==> src/rtl/mm_router_pkg.sv <==
`timescale 1ns/1ps
package mm_router_pkg;

  typedef enum logic {
    RT_IDLE = 1'b0,
    RT_BUSY = 1'b1
  } rt_state_e;

  function automatic int unsigned idx_width(input int unsigned n);
    return (n > 1) ? $clog2(n) : 1;
  endfunction

endpackage

==> src/rtl/mm_req_capture.sv <==
`timescale 1ns/1ps
module mm_req_capture #(
  parameter int AW = 32,
  parameter int DW = 32,
  localparam int BEW = DW / 8
) (
  input  logic           clk,
  input  logic           rst_n,
  input  logic           load,
  input  logic [AW-1:0]  in_addr,
  input  logic           in_rd,
  input  logic           in_wr,
  input  logic [DW-1:0]  in_wdata,
  input  logic [BEW-1:0] in_be,
  output logic [AW-1:0]  q_addr,
  output logic           q_rd,
  output logic           q_wr,
  output logic [DW-1:0]  q_wdata,
  output logic [BEW-1:0] q_be
);

  always_ff @(posedge clk or negedge rst_n) begin
    if (!rst_n) begin
      q_addr  <= '0;
      q_rd    <= 1'b0;
      q_wr    <= 1'b0;
      q_wdata <= '0;
      q_be    <= '0;
    end else if (load) begin
      q_addr  <= in_addr;
      q_rd    <= in_rd;
      q_wr    <= in_wr;
      q_wdata <= in_wdata;
      q_be    <= in_be;
    end
  end

endmodule

==> src/rtl/mm_slave_match.sv <==
`timescale 1ns/1ps
module mm_slave_match #(
  parameter int NSLV = 3,
  parameter int AW   = 32,
  parameter logic [NSLV-1:0][AW-1:0] BASE = '0,
  parameter logic [NSLV-1:0][AW-1:0] MASK = '0,
  localparam int IW = mm_router_pkg::idx_width(NSLV)
) (
  input  logic [AW-1:0]   addr,
  output logic            hit,
  output logic [IW-1:0]   sel_idx,
  output logic [NSLV-1:0] sel_onehot,
  output logic [AW-3:0]   offset
);

  logic [NSLV-1:0] hit_vec;
  logic [AW-1:0]   rel_addr;

  for (genvar g = 0; g < NSLV; g++) begin : g_win
    if ((BASE[g] & MASK[g]) != BASE[g]) begin : g_bad_cfg
      $error("slave window %0d: base has bits outside its mask", g);
    end
    assign hit_vec[g] = ((addr & MASK[g]) == BASE[g]);
  end

  // Scanning from the top down lets the lowest matching index win.
  always_comb begin
    sel_idx = '0;
    for (int i = NSLV - 1; i >= 0; i--) begin
      if (hit_vec[i]) sel_idx = IW'(i);
    end
  end

  assign hit        = |hit_vec;
  assign sel_onehot = hit ? (NSLV'(1) << sel_idx) : '0;
  assign rel_addr   = addr & ~MASK[sel_idx];
  assign offset     = hit ? rel_addr[AW-1:2] : '0;

endmodule

==> src/rtl/mm_resp_mux.sv <==
`timescale 1ns/1ps
module mm_resp_mux #(
  parameter int NSLV = 3,
  parameter int DW   = 32,
  localparam int IW  = mm_router_pkg::idx_width(NSLV)
) (
  input  logic [IW-1:0]      sel_idx,
  input  logic [NSLV*DW-1:0] s_readdata,
  input  logic [NSLV-1:0]    s_waitrequest,
  output logic [DW-1:0]      rdata,
  output logic               wait_sel
);

  logic [DW-1:0] rd_arr [NSLV];

  for (genvar g = 0; g < NSLV; g++) begin : g_unpack
    assign rd_arr[g] = s_readdata[g*DW +: DW];
  end

  assign rdata    = rd_arr[sel_idx];
  assign wait_sel = s_waitrequest[sel_idx];

endmodule

==> src/rtl/mm_addr_router.sv <==
`timescale 1ns/1ps
module mm_addr_router #(
  parameter int NSLV = 3,
  parameter int AW   = 32,
  parameter int DW   = 32,
  parameter logic [NSLV-1:0][AW-1:0] SLV_BASE = {32'h1000_0000, 32'h1000_0000, 32'h0000_0000},
  parameter logic [NSLV-1:0][AW-1:0] SLV_MASK = {32'hF000_0000, 32'hFFFF_0000, 32'hF000_0000},
  localparam int BEW = DW / 8,
  localparam int IW  = mm_router_pkg::idx_width(NSLV)
) (
  input  logic               clk,
  input  logic               rst_n,
  input  logic [AW-1:0]      m_address,
  input  logic               m_read,
  input  logic               m_write,
  input  logic [DW-1:0]      m_writedata,
  input  logic [BEW-1:0]     m_byteenable,
  output logic [DW-1:0]      m_readdata,
  output logic               m_waitrequest,
  output logic [NSLV-1:0]    s_read,
  output logic [NSLV-1:0]    s_write,
  output logic [AW-3:0]      s_offset,
  output logic [DW-1:0]      s_writedata,
  output logic [BEW-1:0]     s_byteenable,
  input  logic [NSLV*DW-1:0] s_readdata,
  input  logic [NSLV-1:0]    s_waitrequest,
  output logic               err_unaligned,
  output logic               err_hole_rd,
  output logic               err_hole_wr
);

  import mm_router_pkg::*;

  rt_state_e state_q, state_d;

  logic [AW-1:0]   q_addr;
  logic            q_rd, q_wr;
  logic [DW-1:0]   q_wdata;
  logic [BEW-1:0]  q_be;
  logic            load, busy, aligned, hit, route_ok, done;
  logic [IW-1:0]   sel_idx;
  logic [NSLV-1:0] sel_onehot;
  logic [DW-1:0]   mux_rdata;
  logic            mux_wait;
  logic            unal_d, hrd_d, hwr_d;

  assign load = (state_q == RT_IDLE) && (m_read || m_write);
  assign busy = (state_q == RT_BUSY);

  mm_req_capture #(.AW(AW), .DW(DW)) u_cap (
    .clk      (clk),
    .rst_n    (rst_n),
    .load     (load),
    .in_addr  (m_address),
    .in_rd    (m_read),
    .in_wr    (m_write),
    .in_wdata (m_writedata),
    .in_be    (m_byteenable),
    .q_addr   (q_addr),
    .q_rd     (q_rd),
    .q_wr     (q_wr),
    .q_wdata  (q_wdata),
    .q_be     (q_be)
  );

  mm_slave_match #(.NSLV(NSLV), .AW(AW), .BASE(SLV_BASE), .MASK(SLV_MASK)) u_match (
    .addr       (q_addr),
    .hit        (hit),
    .sel_idx    (sel_idx),
    .sel_onehot (sel_onehot),
    .offset     (s_offset)
  );

  mm_resp_mux #(.NSLV(NSLV), .DW(DW)) u_mux (
    .sel_idx       (sel_idx),
    .s_readdata    (s_readdata),
    .s_waitrequest (s_waitrequest),
    .rdata         (mux_rdata),
    .wait_sel      (mux_wait)
  );

  assign aligned  = (q_addr[1:0] == 2'b00);
  assign route_ok = aligned && hit;

  assign s_read       = (busy && route_ok && q_rd) ? sel_onehot : '0;
  assign s_write      = (busy && route_ok && q_wr) ? sel_onehot : '0;
  assign s_writedata  = q_wdata;
  assign s_byteenable = q_be;

  assign m_waitrequest = busy ? (route_ok ? mux_wait : 1'b0) : 1'b1;
  assign m_readdata    = (busy && route_ok) ? mux_rdata : '0;
  assign done          = busy && !m_waitrequest;

  always_comb begin
    state_d = state_q;
    unique case (state_q)
      RT_IDLE: if (load) state_d = RT_BUSY;
      RT_BUSY: if (done) state_d = RT_IDLE;
      default: state_d = RT_IDLE;
    endcase
  end

  always_comb begin
    unal_d = err_unaligned;
    hrd_d  = err_hole_rd;
    hwr_d  = err_hole_wr;
    if (busy && !aligned) begin
      unal_d = 1'b1;
    end else if (busy && !hit) begin
      if (q_rd) hrd_d = 1'b1;
      if (q_wr) hwr_d = 1'b1;
    end
  end

  always_ff @(posedge clk or negedge rst_n) begin
    if (!rst_n) begin
      state_q       <= RT_IDLE;
      err_unaligned <= 1'b0;
      err_hole_rd   <= 1'b0;
      err_hole_wr   <= 1'b0;
    end else begin
      state_q       <= state_d;
      err_unaligned <= unal_d;
      err_hole_rd   <= hrd_d;
      err_hole_wr   <= hwr_d;
    end
  end


  rd_wr_excl_chk: assert property (@(posedge clk) disable iff (!rst_n)
    !(m_read && m_write));


  strobe_excl_chk: assert property (@(posedge clk) disable iff (!rst_n)
    $onehot0(s_read | s_write));


  idle_after_done_chk: assert property (@(posedge clk) disable iff (!rst_n)
    done |=> m_waitrequest);


  hold_target_chk: assert property (@(posedge clk) disable iff (!rst_n)
    (busy && m_waitrequest) |=> ($stable(s_offset) && $stable(s_read) && $stable(s_write)));


  unal_zero_chk: assert property (@(posedge clk) disable iff (!rst_n)
    (busy && !aligned) |-> (m_readdata == '0 && s_read == '0 && s_write == '0));


  hole_done_chk: assert property (@(posedge clk) disable iff (!rst_n)
    $rose(err_hole_rd) |-> $past(!m_waitrequest && m_readdata == '0));


  sticky_flag_chk: assert property (@(posedge clk) disable iff (!rst_n)
    (err_unaligned || err_hole_rd || err_hole_wr) |=>
      ((err_unaligned >= $past(err_unaligned)) && (err_hole_rd >= $past(err_hole_rd)) &&
       (err_hole_wr >= $past(err_hole_wr))));

endmodule

==> config.mk <==
export PLATFORM = sky130hd
export DESIGN_NAME = mm_addr_router
export DESIGN_NICKNAME = d
export VERILOG_FILES = /design/src/rtl/mm_router_pkg.sv /design/src/rtl/mm_req_capture.sv /design/src/rtl/mm_slave_match.sv /design/src/rtl/mm_resp_mux.sv /design/src/rtl/mm_addr_router.sv
export SDC_FILE = /design/constraint.sdc
export NUM_CORES = 1
export LEC_CHECK = 0
export BUFFER_PORTS_ARGS = -buffer_cell sky130_fd_sc_hd__buf_2
export CAP_MARGIN = 20
export CORE_AREA = 2 2 107 109
export DETAILED_ROUTE_END_ITERATION = 8
export DIE_AREA = 0 0 109 111
export PLACE_DENSITY_LB_ADDON = 0.3
export SLEW_MARGIN = 25
export SYNTH_ARGS = -nofsm -noshare
export SYNTH_HDL_FRONTEND = slang
export SYNTH_SLANG_ARGS = --single-unit
==> constraint.sdc <==
create_clock -name clk -period 1.99 [get_ports clk]
set_input_delay 0.199 -clock clk [delete_from_list [all_inputs] [get_ports clk]]
set_output_delay 0.199 -clock clk [all_outputs]
set_load 0.05 [all_outputs]
==> results by group, run 1 <==
Routing
  – Total number of vias: 3796
  – Vias per cell: 4.92
  – DRC viols: 0
  – Number of DRC markers in iteration 0: 126
  – Detailed Routing Iterations Pass 1: 4
  – WL/cell: 17.1 um
  – Drt total wl: 13.2 mm
  – Routed Antenna Nets: 0

Hold path
  – WHS Path Cells: 2
  – Critical hold path startpoint: m_byteenable[3]
  – Tightest Hold Check Type: input port to flop

Setup path
  – CP Data Arrival Time: approximately 2.1 ns
  – R2R cell count: 5
  – Reg-to-reg startpoint: u_cap.q_addr[31]$_DFFE_PN0P_
  – Critical Path Start Type: flop
  – CP Capture Type: output port
  – Worst EP required: 1.79 ns
  – Crit Path Category: flop to output port
  – Crit-path max FO: 8
  – Setup crit start: u_cap.q_addr[31]$_DFFE_PN0P_

GRT
  – Total congestion overflow: 0
  – Global-route wire length before repair: 19.1 mm
  – Overall Global Routing Usage: 0.207
  – Initial antenna violation count: 3
  – Largest net degree at the start of global routing: 43
  – Vias in the first global route: 3884

Layout
  – Commonest cells after routing, fill and taps aside: 221 x buf_2, 74 x dfrtp_1, 46 x nor2_2
  – Cell area after layout: 6930 um2
  – Final Non-Filler Cells: 772
  – Most common cell after layout, fill and taps aside: buf_2
  – Area delta synth->final: 74.4%
  – Share of cells above drive strength 1: 0.740
  – # nets final: about 800

Logic synthesis
  – Synth warn: 0
  – FF+latch count, synth: 74
  – Mapped Cells: 325
  – Yosys top cell by area: dfrtp_1
  – Async S/R FF share, synth: 1.00
  – Number of distinct library cells after synthesis: 30
  – Synth area leaders: dfrtp_1 47%, mux2_1 13%, o221ai_2 11%
  – Post-synth EDFFs: 0
  – Synth Flop Type: dfrtp_1
  – Register area share after synthesis: 0.466
  – Post-synth top area share: 0.466
  – Post-Syn Area: 3970 um2
  – Syn avg cell area: 12.2 um2

Place
  – IO Port Bufs: about 270
  – Post-DP Area: 5810 um2
  – DP HPWL: 9.59 mm
  – Routability cong.: 0.760
  – Placed Cells: 745

CTS
  – Longest Clk Path Bufs: 2
  – Insertion delay to the later sink of the worst-skew pair: 0.33 ns
  – Clock buffer count from CTS: 9
  – Root Driver: clkbuf_16
  – CTS tree: yes
  – # clock sinks: 74
  – CTS clk-pin slew, worst paths: 0.05 ns
  – CTS H-Tree Depth: 3

Floorplan
  – Die Wd: 109 um
  – Initial Util: 0.359
  – Core box area: between 10000 and 15000 um2
  – Boundary pin count: ~280
  – Die Span Y: 111 um
  – Die area: 12100 um2
  – Row count: 39

Outcome
  – Status: complete, but fails checks
  – Violated checks: negative setup slack

Timing
  – Max-slew violations: 0
  – Final Hold Viols: 0
  – Fin crit share: 1.16
  – RSZ-0062 raised after global routing: true
  – Max Clk Rate: 432 MHz
  – Count of final setup violators: 39
  – Skew final: roughly 0.0045 ns
  – Min Tclk post-route: 2.31 ns
  – Setup TNS: -9.99 ns
  – Post-route setup slack: -0.322 ns

Power
  – PwrDens: 841 nW/um2
  – VDD IR max: slightly above 800 uV
  – Pleak: 3.12 nW

Flow run
  – # Max-Cap Violations: 0
-- kinds of logic (layout without fill, tap and decap cells) --
logic type | count (synthesis) | in the layout | synth area share
buffers and inverters | 28 | 327 | 0.0539
AND/OR/NAND/NOR | 110 | 110 | 0.144
AO/OA/AOI/OAI | 42 | 42 | 0.137
multiplexers | 70 | 70 | 0.198
flip-flops | 74 | 74 | 0.466
other | 1 | 6 | 0.000944
-- final timing paths --
check	to	slack, ns
worst max-delay path	m_readdata[25]	-0.32
worst min-delay path	u_cap.q_be[3]$_DFFE_PN0P_	0.08
worst max register to register	busy$_DFF_PN0_	0.19
worst min register to register	err_unaligned$_DFFE_PN0P_	0.47
max in group asynchronous	u_cap.q_addr[27]$_DFFE_PN0P_	1.02
min in group asynchronous	u_cap.q_wdata[22]$_DFFE_PN0P_	0.38
-- repair_timing --
item                       in CTS  in global routing
pin swaps                       5                  4
hold endpoints to repair       32                  0
hold buffers                    1                  0
gates cloned                    3                  4
resized for setup             128                 44
setup endpoints to repair      39                 65
setup buffers                   2                  4
-- per-layer routing --
| layer | GRT usage | part of all wire |
|---|---|---|
| met1 | 0.201 | 0.33 |
| met2 | 0.386 | 0.54 |
| met3 | 0.0658 | 0.095 |
| met4 | 0.0949 | 0.036 |
| met5 | 0 | 0.0011 |
-- worst max-delay path, stage by stage (launching register included) --
cell     delay [ns]
dfrtp_1        0.39
or4b_1         0.54
a31o_4         0.29
buf_12         0.17
buf_8          0.13
nor2_2         0.08
nor2_2         0.05
buf_6          0.15
-- flip-flops by register name (all words and copies together), names as in the netlist --
| name | cells |
|---|---|
| busy | 1 |
| err_hole_rd | 1 |
| err_hole_wr | 1 |
| err_unaligned | 1 |
| u_cap.q_addr | 32 |
| u_cap.q_be | 4 |
| u_cap.q_rd | 1 |
| u_cap.q_wdata | 32 |
| u_cap.q_wr | 1 |
-- layout make-up --
class	instances	area, um2
tap	143	179
timing repair buffer	315	2250
multi-input combinational	226	2390
antenna	2	5.00
fill	903	4150
clock inverter	1	5.00
sequential	74	1850
clock buffer	11	243
-- power breakdown --
group          switching, mW  leakage (nW)  internal, mW  total, mW
combinational           1.55          2.15         0.862       2.41
sequential             0.205         0.855          1.83       2.03
clock                  0.531         0.123         0.846       1.38
-- metrics by stage --
stage / power, mW / hold slack [ns] / utilization / worst slack, ns
final: 5.82 / 0.0786 / 0.625 / -0.322
after floorplan: 3.52 / -0.0966 / - / -0.0743
after detailed placement: 4.24 / 0.168 / 0.525 / -0.0205
after global placement: 4.18 / 0.166 / 0.525 / 0.00681
after CTS: 5.79 / 0.0729 / 0.596 / -0.305
after global routing: 6.09 / 0.0741 / 0.625 / -0.392
-- cells in the mapped netlist, types with 2 or more instances --
library cell,number
mux2_1,45
buf_2,9
clkbuf_1,3
o21ai_1,3
buf_4,8
dfrtp_1,74
nor4_2,3
and2_1,26
a41o_1,2
buf_6,7
mux2_2,25
o221ai_2,30
nor2_1,71
o221ai_1,2
nand2_1,2
Power figures use the tool's default switching activity.
==> run 2, diff against run 1 <==
--- a/config.mk
+++ b/config.mk
@@ -7,9 +7,11 @@
 export LEC_CHECK = 0
 export BUFFER_PORTS_ARGS = -buffer_cell sky130_fd_sc_hd__buf_2
 export CAP_MARGIN = 20
-export CORE_AREA = 2 2 107 109
+export CELL_PAD_IN_SITES_DETAIL_PLACEMENT = 1
+export CELL_PAD_IN_SITES_GLOBAL_PLACEMENT = 2
+export CORE_MARGIN = 2
+export CORE_UTILIZATION = 23
 export DETAILED_ROUTE_END_ITERATION = 8
-export DIE_AREA = 0 0 109 111
 export PLACE_DENSITY_LB_ADDON = 0.3
 export SLEW_MARGIN = 25
 export SYNTH_ARGS = -nofsm -noshare
==> run 2 against run 1 <==
  * The flow still finishes with violations (negative setup slack)
  * Critical path depth is the same
  * Via count fell by 0.24%
  * Sequential power hardly changed
  * Sequential share of layout area fell by 1.1 points
  * First-iteration DRC count shrank 67%
  * Worst setup slack better by 0.0066 ns
  * Combinational power is 7% higher
  * Clock-buffer cell count is 1 lower
  * Register-to-register slack improved by 0.03 ns
  * Clock power increased by 37%
  * Fmax is 0.29% higher
  * Global-route usage decreased by 5.3 points
==> results by group, run 2 (same netlist as run 1, synthesis figures left out) <==
Layout
  – Area delta synth->final: 81.5%
  – Share of cells above drive strength 1: 0.754 (+0.0139)
  – Most common cell after layout, fill and taps aside: buf_2
  – # nets final: 796 (-0.13%)
  – Cell area after layout: 7210 um2 (+4.1%)
  – Post-layout util: 0.421 (-0.204)
  – Commonest cells after routing, fill and taps aside: 208 x buf_2, 74 x dfrtp_1, 45 x mux2_1
  – Top Registers: u_cap.q_addr: 32 flops, u_cap.q_wdata: 32 flops, u_cap.q_be: 4 flops
  – Number of fill cells: 1879 (+110%)

Place
  – Post-DP Area: 6000 um2 (+3.3%)
  – Routability cong.: 0.792 (+4.3%)
  – DP HPWL: 11.2 mm (+16%)
  – IO Port Bufs: 274 (unchanged)

CTS
  – CTS H-Tree Depth: 3 (unchanged)
  – Clock buffer count from CTS: 9 (unchanged)
  – # clock sinks: 74 (unchanged)
  – Root Driver: clkbuf_16
  – Insertion delay to the later sink of the worst-skew pair: 0.33 ns (about the same)
  – CTS clk-pin slew, worst paths: 0.06 ns (about the same)
  – CTS tree: yes
  – Longest Clk Path Bufs: 2 (unchanged)

Floorplan
  – Row count: 48 (+23%)
  – Boundary pin count: 279 (unchanged)
  – Initial Util: 0.232 (-0.127)
  – Die Span Y: 135 um (+22%)
  – Die Wd: 135 um (+24%)
  – Die area: 18300 um2 (+52%)
  – Core box area: 17100 um2 (+55%)

Timing
  – Max-slew violations: 0 (unchanged)
  – Min Tclk post-route: 2.31 ns (-0.00663 ns)
  – Max Clk Rate: 434 MHz (+0.29%)
  – Post-route setup slack: -0.316 ns (+0.00663 ns)
  – Final Hold Viols: 0 (unchanged)
  – Skew final: 0.00775 ns (+0.00325 ns)
  – Count of final setup violators: 40 (+2.6%)
  – Worst Tran Pin Value: 0.766 ns
  – Fin crit share: 1.16 (-0.00333)
  – RSZ-0062 raised after global routing: true
  – Slew HR: 0.488

Power
  – Pleak: 3.24 nW (+3.6%)
  – PwrDens: 906 nW/um2 (+7.7%)
  – VDD IR max: 581 uV (-30%)

Routing
  – DRC viols: 0 (unchanged)
  – Vias per cell: 4.41 (-10%)
  – Number of DRC markers in iteration 0: 42 (-67%)
  – Drt total wl: 14.9 mm (+13%)
  – Detailed Routing Iterations Pass 1: 4 (unchanged)
  – Total number of vias: 3787 (-0.24%)
  – Routed Antenna Nets: 0 (unchanged)
  – WL/cell: 17.3 um (+1.6%)

Setup path
  – Crit path largest cell delay: 0.42 ns (-0.12 ns)
  – CP delay by family, top: buffers and inverters
  – WP depth: 7 (unchanged)
  – Crit Path Category: flop to output port
  – Crit-path max FO: 33 (+25)
  – Critical Path Start Type: flop
  – Worst EP required: 1.79 ns (about the same)
  – CP Data Arrival Time: 2.11 ns (about the same)
  – CP most frequent cell: buf_4
  – CP Buf/Inv Count: 3 (unchanged)
  – Slowest cell on crit path: dfrtp_1
  – R2R cell count: 5 (unchanged)
  – Worst path cell trace: nor4_4, buf_4, nand4_4, buf_12, o221ai_2, nor2_4, buf_4
  – CP Capture Type: output port

Hold path
  – WHS Path Cells: 2 (unchanged)
  – Tightest Hold Check Type: input port to flop

Outcome
  – Status: complete, but fails checks
  – Violated checks: negative setup slack

GRT
  – Largest net degree at the start of global routing: 50 (+16%)
  – Initial antenna violation count: 4 (+1)
  – Overall Global Routing Usage: 0.154 (-0.0533)
  – Total congestion overflow: 0 (unchanged)
  – Global-route wire length before repair: 21.9 mm (+14%)
  – Vias in the first global route: 4185 (+7.7%)

Flow run
  – # Max-Cap Violations: 0 (unchanged)
## run 2: metal layers
layer	vias to the layer above	wire, um	track usage
li1	1771	-	-
met1	1802	5540	0.167
met2	192	7640	0.275
met3	22	1440	0.0572
met4	0	272	0.0532
met5	-	0	0
## run 2: final cells by class
cell class	instances	area (um2)	area share
Clock inverter	6	113	0.0156
Timing Repair Buffer	314	2370	0.329
Antenna cell	4	10.0	0.00139
Sequential cell	74	1850	0.257
Multi-Input combinational cell	226	2340	0.325
Clock buffer	10	239	0.0331
Tap cell	225	282	0.0390
## run 2: stage by stage
stage | total power, mW | instances | setup slack [ns] | setup TNS, ns | hold WS (ns)
3_3_place_gp | 4.26 | 829 | -0.00721 | -0.0250 | 0.129
3_5_place_dp | 4.32 | 829 | -0.0435 | -0.187 | 0.135
6_report | 6.53 | 859 | -0.316 | -9.60 | 0.0710
2_1_floorplan | 3.52 | 328 | -0.0743 | -0.112 | -0.0966
4_1_cts | 6.32 | 847 | -0.334 | -10.74 | 0.0617
5_1_grt | 6.85 | 856 | -0.409 | -13.69 | 0.0675
## run 2: power by group
part	leakage (nW)	switching [mW]	internal (mW)
Clock	0.173	0.627	1.26
Sequential	0.855	0.223	1.83
Combinational	2.21	1.59	1.00
Total	3.24	2.44	4.09
## run 2: worst paths after layout
check	slack (ns)	startpoint	end
worst max-delay path	-0.32	u_cap.q_addr[21]$_DFFE_PN0P_	m_readdata[27]
worst min-delay path	0.07	m_writedata[13]	u_cap.q_wdata[13]$_DFFE_PN0P_
worst max register to register	0.22	u_cap.q_addr[30]$_DFFE_PN0P_	busy$_DFF_PN0_
worst min register to register	0.46	err_hole_rd$_DFFE_PN0P_	err_hole_rd$_DFFE_PN0P_
max in group asynchronous	1.08	rst_n	u_cap.q_addr[30]$_DFFE_PN0P_
min in group asynchronous	0.30	rst_n	u_cap.q_wdata[27]$_DFFE_PN0P_
## run 2: timing repair
item | 4_1_cts | 5_1_grt
pin swaps | 5 | 5
endpoints found under the hold margin | 25 | 0
setup buffers | 0 | 4
endpoints found under the setup margin | 65 | 65
resized for setup | 78 | 151
gates cloned | 1 | 4
hold buffers | 1 | 0
==> run 3, diff against run 2 <==
--- a/config.mk
+++ b/config.mk
@@ -12,7 +12,7 @@
 export CORE_MARGIN = 2
 export CORE_UTILIZATION = 23
 export DETAILED_ROUTE_END_ITERATION = 8
-export PLACE_DENSITY_LB_ADDON = 0.3
+export PLACE_DENSITY_LB_ADDON = 0.1
 export SLEW_MARGIN = 25
 export SYNTH_ARGS = -nofsm -noshare
 export SYNTH_HDL_FRONTEND = slang
==> run 3 against run 2 <==
  * The run still ends with negative setup slack left
  * Clock-buffer cell count unchanged
  * First-iteration DRC count up 130%
  * Sequential share of layout area rose by 0.87 points
  * Combinational power decreased by 7%
  * Non-clock buffer count is 3 lower
  * Total power decreased by 9.4%
  * Cell count fell by 0.81%
  * Critical endpoint is now m_readdata[10]
  * Largest power group unchanged
  * Highest routed layer is now met5
==> results by group, run 3 (same netlist as run 1, synthesis figures left out) <==
Outcome
  – Status: complete, but fails checks
  – Violated checks: negative setup slack

Timing
  – Slew HR: 0.518 (+0.0299)
  – RSZ-0062 raised after global routing: true
  – Skew final: 0.00677 ns (-0.000981 ns)
  – Max Clk Rate: 443 MHz (+2.2%)
  – Count of final setup violators: 39 (-2.5%)
  – Final Hold Viols: 0 (unchanged)
  – Min Hold Slack: 0.0806 ns (+0.00961 ns)
  – Max-slew violations: 0 (unchanged)
  – Worst Tran Pin Value: 0.723 ns (-0.0428 ns)
  – Fin crit share: 1.13 (-0.0247)
  – Min Tclk post-route: 2.26 ns (-0.0491 ns)
  – Post-route setup slack: -0.267 ns (+0.0491 ns)

CTS
  – Longest Clk Path Bufs: 2 (unchanged)
  – CTS H-Tree Depth: 3 (unchanged)
  – # clock sinks: 74 (unchanged)
  – CTS tree: yes
  – Clock buffer count from CTS: 9 (unchanged)
  – Root Driver: clkbuf_16
  – Insertion delay to the later sink of the worst-skew pair: 0.33 ns (about the same)
  – CTS clk-pin slew, worst paths: 0.06 ns (about the same)

Layout
  – Share of cells above drive strength 1: 0.746 (-0.00796)
  – # nets final: 793 (-0.38%)
  – Area delta synth->final: 75.7%
  – Cell area after layout: 6980 um2 (-3.2%)
  – Most common cell after layout, fill and taps aside: buf_2
  – Number of fill cells: 1910 (+1.6%)
  – Top Registers: u_cap.q_addr: 32 flops, u_cap.q_wdata: 32 flops, u_cap.q_be: 4 flops
  – Commonest cells after routing, fill and taps aside: 214 x buf_2, 73 x dfrtp_1, 45 x mux2_1

Routing
  – WL/cell: 17.5 um (+1.1%)
  – Total number of vias: 3827 (+1.1%)
  – DRC viols: 0 (unchanged)
  – Number of DRC markers in iteration 0: 97 (+130%)
  – Vias per cell: 4.49 (+1.9%)
  – Routed Antenna Nets: 0 (unchanged)
  – Drt total wl: 14.9 mm (+0.30%)
  – Detailed Routing Iterations Pass 1: 4 (unchanged)

Setup path
  – Critical Path Start Type: flop
  – CP Capture Type: output port
  – CP Data Arrival Time: 2.06 ns (-0.05 ns)
  – Crit path largest cell delay: 0.52 ns (+0.10 ns)
  – CP delay by family, top: simple AND/OR/NAND/NOR gates
  – Crit Path Category: flop to output port
  – CP Buf/Inv Count: 2 (-1)
  – Flop2flop setup slack: 0.29 ns (+0.07 ns)
  – R2R cell count: 9 (+4)
  – Slowest cell on crit path: or4b_4
  – Worst path cell trace: or4b_4, a31o_4, buf_12, nor2_2, nor2_4, buf_4
  – Crit-path max FO: 14 (-58%)
  – Worst EP required: 1.79 ns (about the same)
  – Reg-to-reg startpoint: u_cap.q_addr[31]$_DFFE_PN0P_
  – Critical R2R Capture: busy$_DFF_PN0_

Place
  – DP HPWL: 11.4 mm (+2.2%)
  – Post-DP Area: 5920 um2 (-1.3%)
  – Routability cong.: 0.722 (-8.9%)
  – IO Port Bufs: 274 (unchanged)
  – Pre-CTS WS: -0.0702 ns (-0.0268 ns)

Hold path
  – Tightest Hold Check Type: input port to flop
  – Critical hold path startpoint: m_writedata[27]
  – WHS Path Cells: 2 (unchanged)
  – Worst-case hold path end point: u_cap.q_wdata[27]$_DFFE_PN0P_

Floorplan
  – Boundary pin count: 279 (unchanged)
  – Die Wd: 135 um (unchanged)
  – Die Span Y: 135 um (unchanged)
  – Initial Util: 0.232 (unchanged)
  – Die area: 18300 um2 (unchanged)
  – Row count: 48 (unchanged)
  – Core box area: 17100 um2 (unchanged)

GRT
  – Vias in the first global route: 4121 (-1.5%)
  – Initial antenna violation count: 4 (unchanged)
  – Overall Global Routing Usage: 0.159 (+0.00567)
  – Global-route wire length before repair: 22.7 mm (+3.7%)
  – Total congestion overflow: 0 (unchanged)
  – Largest net degree at the start of global routing: 55 (+10%)

Power
  – Pleak: 3.08 nW (-4.9%)
  – PwrDens: 848 nW/um2 (-6.4%)
  – Total power: 5.92 mW (-9.4%)
  – VDD IR max: 500 uV (-14%)

Flow run
  – # Max-Cap Violations: 0 (unchanged)
## run 3: cell count changes in the layout (fill, tap and decap cells not counted), sizes merged
cell	previous run	this run
clkbuf	13	31
diode	4	1
clkinv	2	4
clkinvlp	0	1
buf	310	289
inv	1	0
bufinv	3	0
## run 3: power breakdown
group          leakage, nW  switching [mW]  internal (mW)
clock                0.134           0.613          0.866
combinational         2.09            1.57          0.850
sequential           0.854           0.199           1.83
total                 3.08            2.38           3.54
## run 3: final cells by class
class	instances	area (um2)	share of cell area
Tap cell	225	282	0.0403
Timing Repair Buffer	311	2160	0.309
Clock inverter	5	31.3	0.00448
Antenna cell	1	2.50	0.000358
Clock buffer	10	239	0.0342
Multi-Input combinational cell	226	2410	0.346
Sequential cell	74	1850	0.265
## run 3: how the worst max path moves through the flow
stage	start	end	slack, ns	cells after the start
floorplan	u_cap.q_addr[30]$_DFFE_PN0P_	s_read[2]	-0.07	6
global placement	u_cap.q_addr[17]$_DFFE_PN0P_	m_readdata[10]	-0.03	7
detailed placement	u_cap.q_addr[17]$_DFFE_PN0P_	m_readdata[17]	-0.07	7
CTS	u_cap.q_addr[29]$_DFFE_PN0P_	m_waitrequest	-0.28	6
global route	u_cap.q_addr[30]$_DFFE_PN0P_	m_waitrequest	-0.35	6
finish	u_cap.q_addr[29]$_DFFE_PN0P_	m_readdata[10]	-0.27	6
## run 3: timing repair
action / 4_1_cts / 5_1_grt
hold endpoints to repair: 52 / 0
pin swaps: 2 / 1
setup buffers: 6 / 0
resized for setup: 131 / 42
hold buffers: 1 / 0
endpoints found under the setup margin: 53 / 61
gates cloned: 2 / 1
## run 3: worst register-to-register path, stage by stage (launching register included)
cell	delay, ns
dfrtp_1	0.41
buf_6	0.13
nor4b_4	0.27
buf_6	0.15
buf_12	0.14
buf_16	0.15
buf_4	0.12
buf_4	0.10
o21ai_1	0.05
o21ai_1	0.12
## run 3: routing by layer
metal / vias to the layer above / track usage / share of wire
li1: 1768 / - / -
met4: 4 / 0.0492 / 0.016
met2: 178 / 0.290 / 0.52
met5: - / 0 / 0.0018
met3: 21 / 0.0584 / 0.096
met1: 1856 / 0.172 / 0.37
## run 3: stage by stage
| stage | setup TNS (ns) | instances | util |
|---|---|---|---|
| 2_1_floorplan | -0.112 | 328 | - |
| 3_3_place_gp | -0.376 | 826 | 0.346 |
| 3_5_place_dp | -1.52 | 826 | 0.346 |
| 4_1_cts | -8.79 | 850 | 0.397 |
| 5_1_grt | -11.46 | 851 | 0.408 |
| 6_report | -8.03 | 852 | 0.408 |
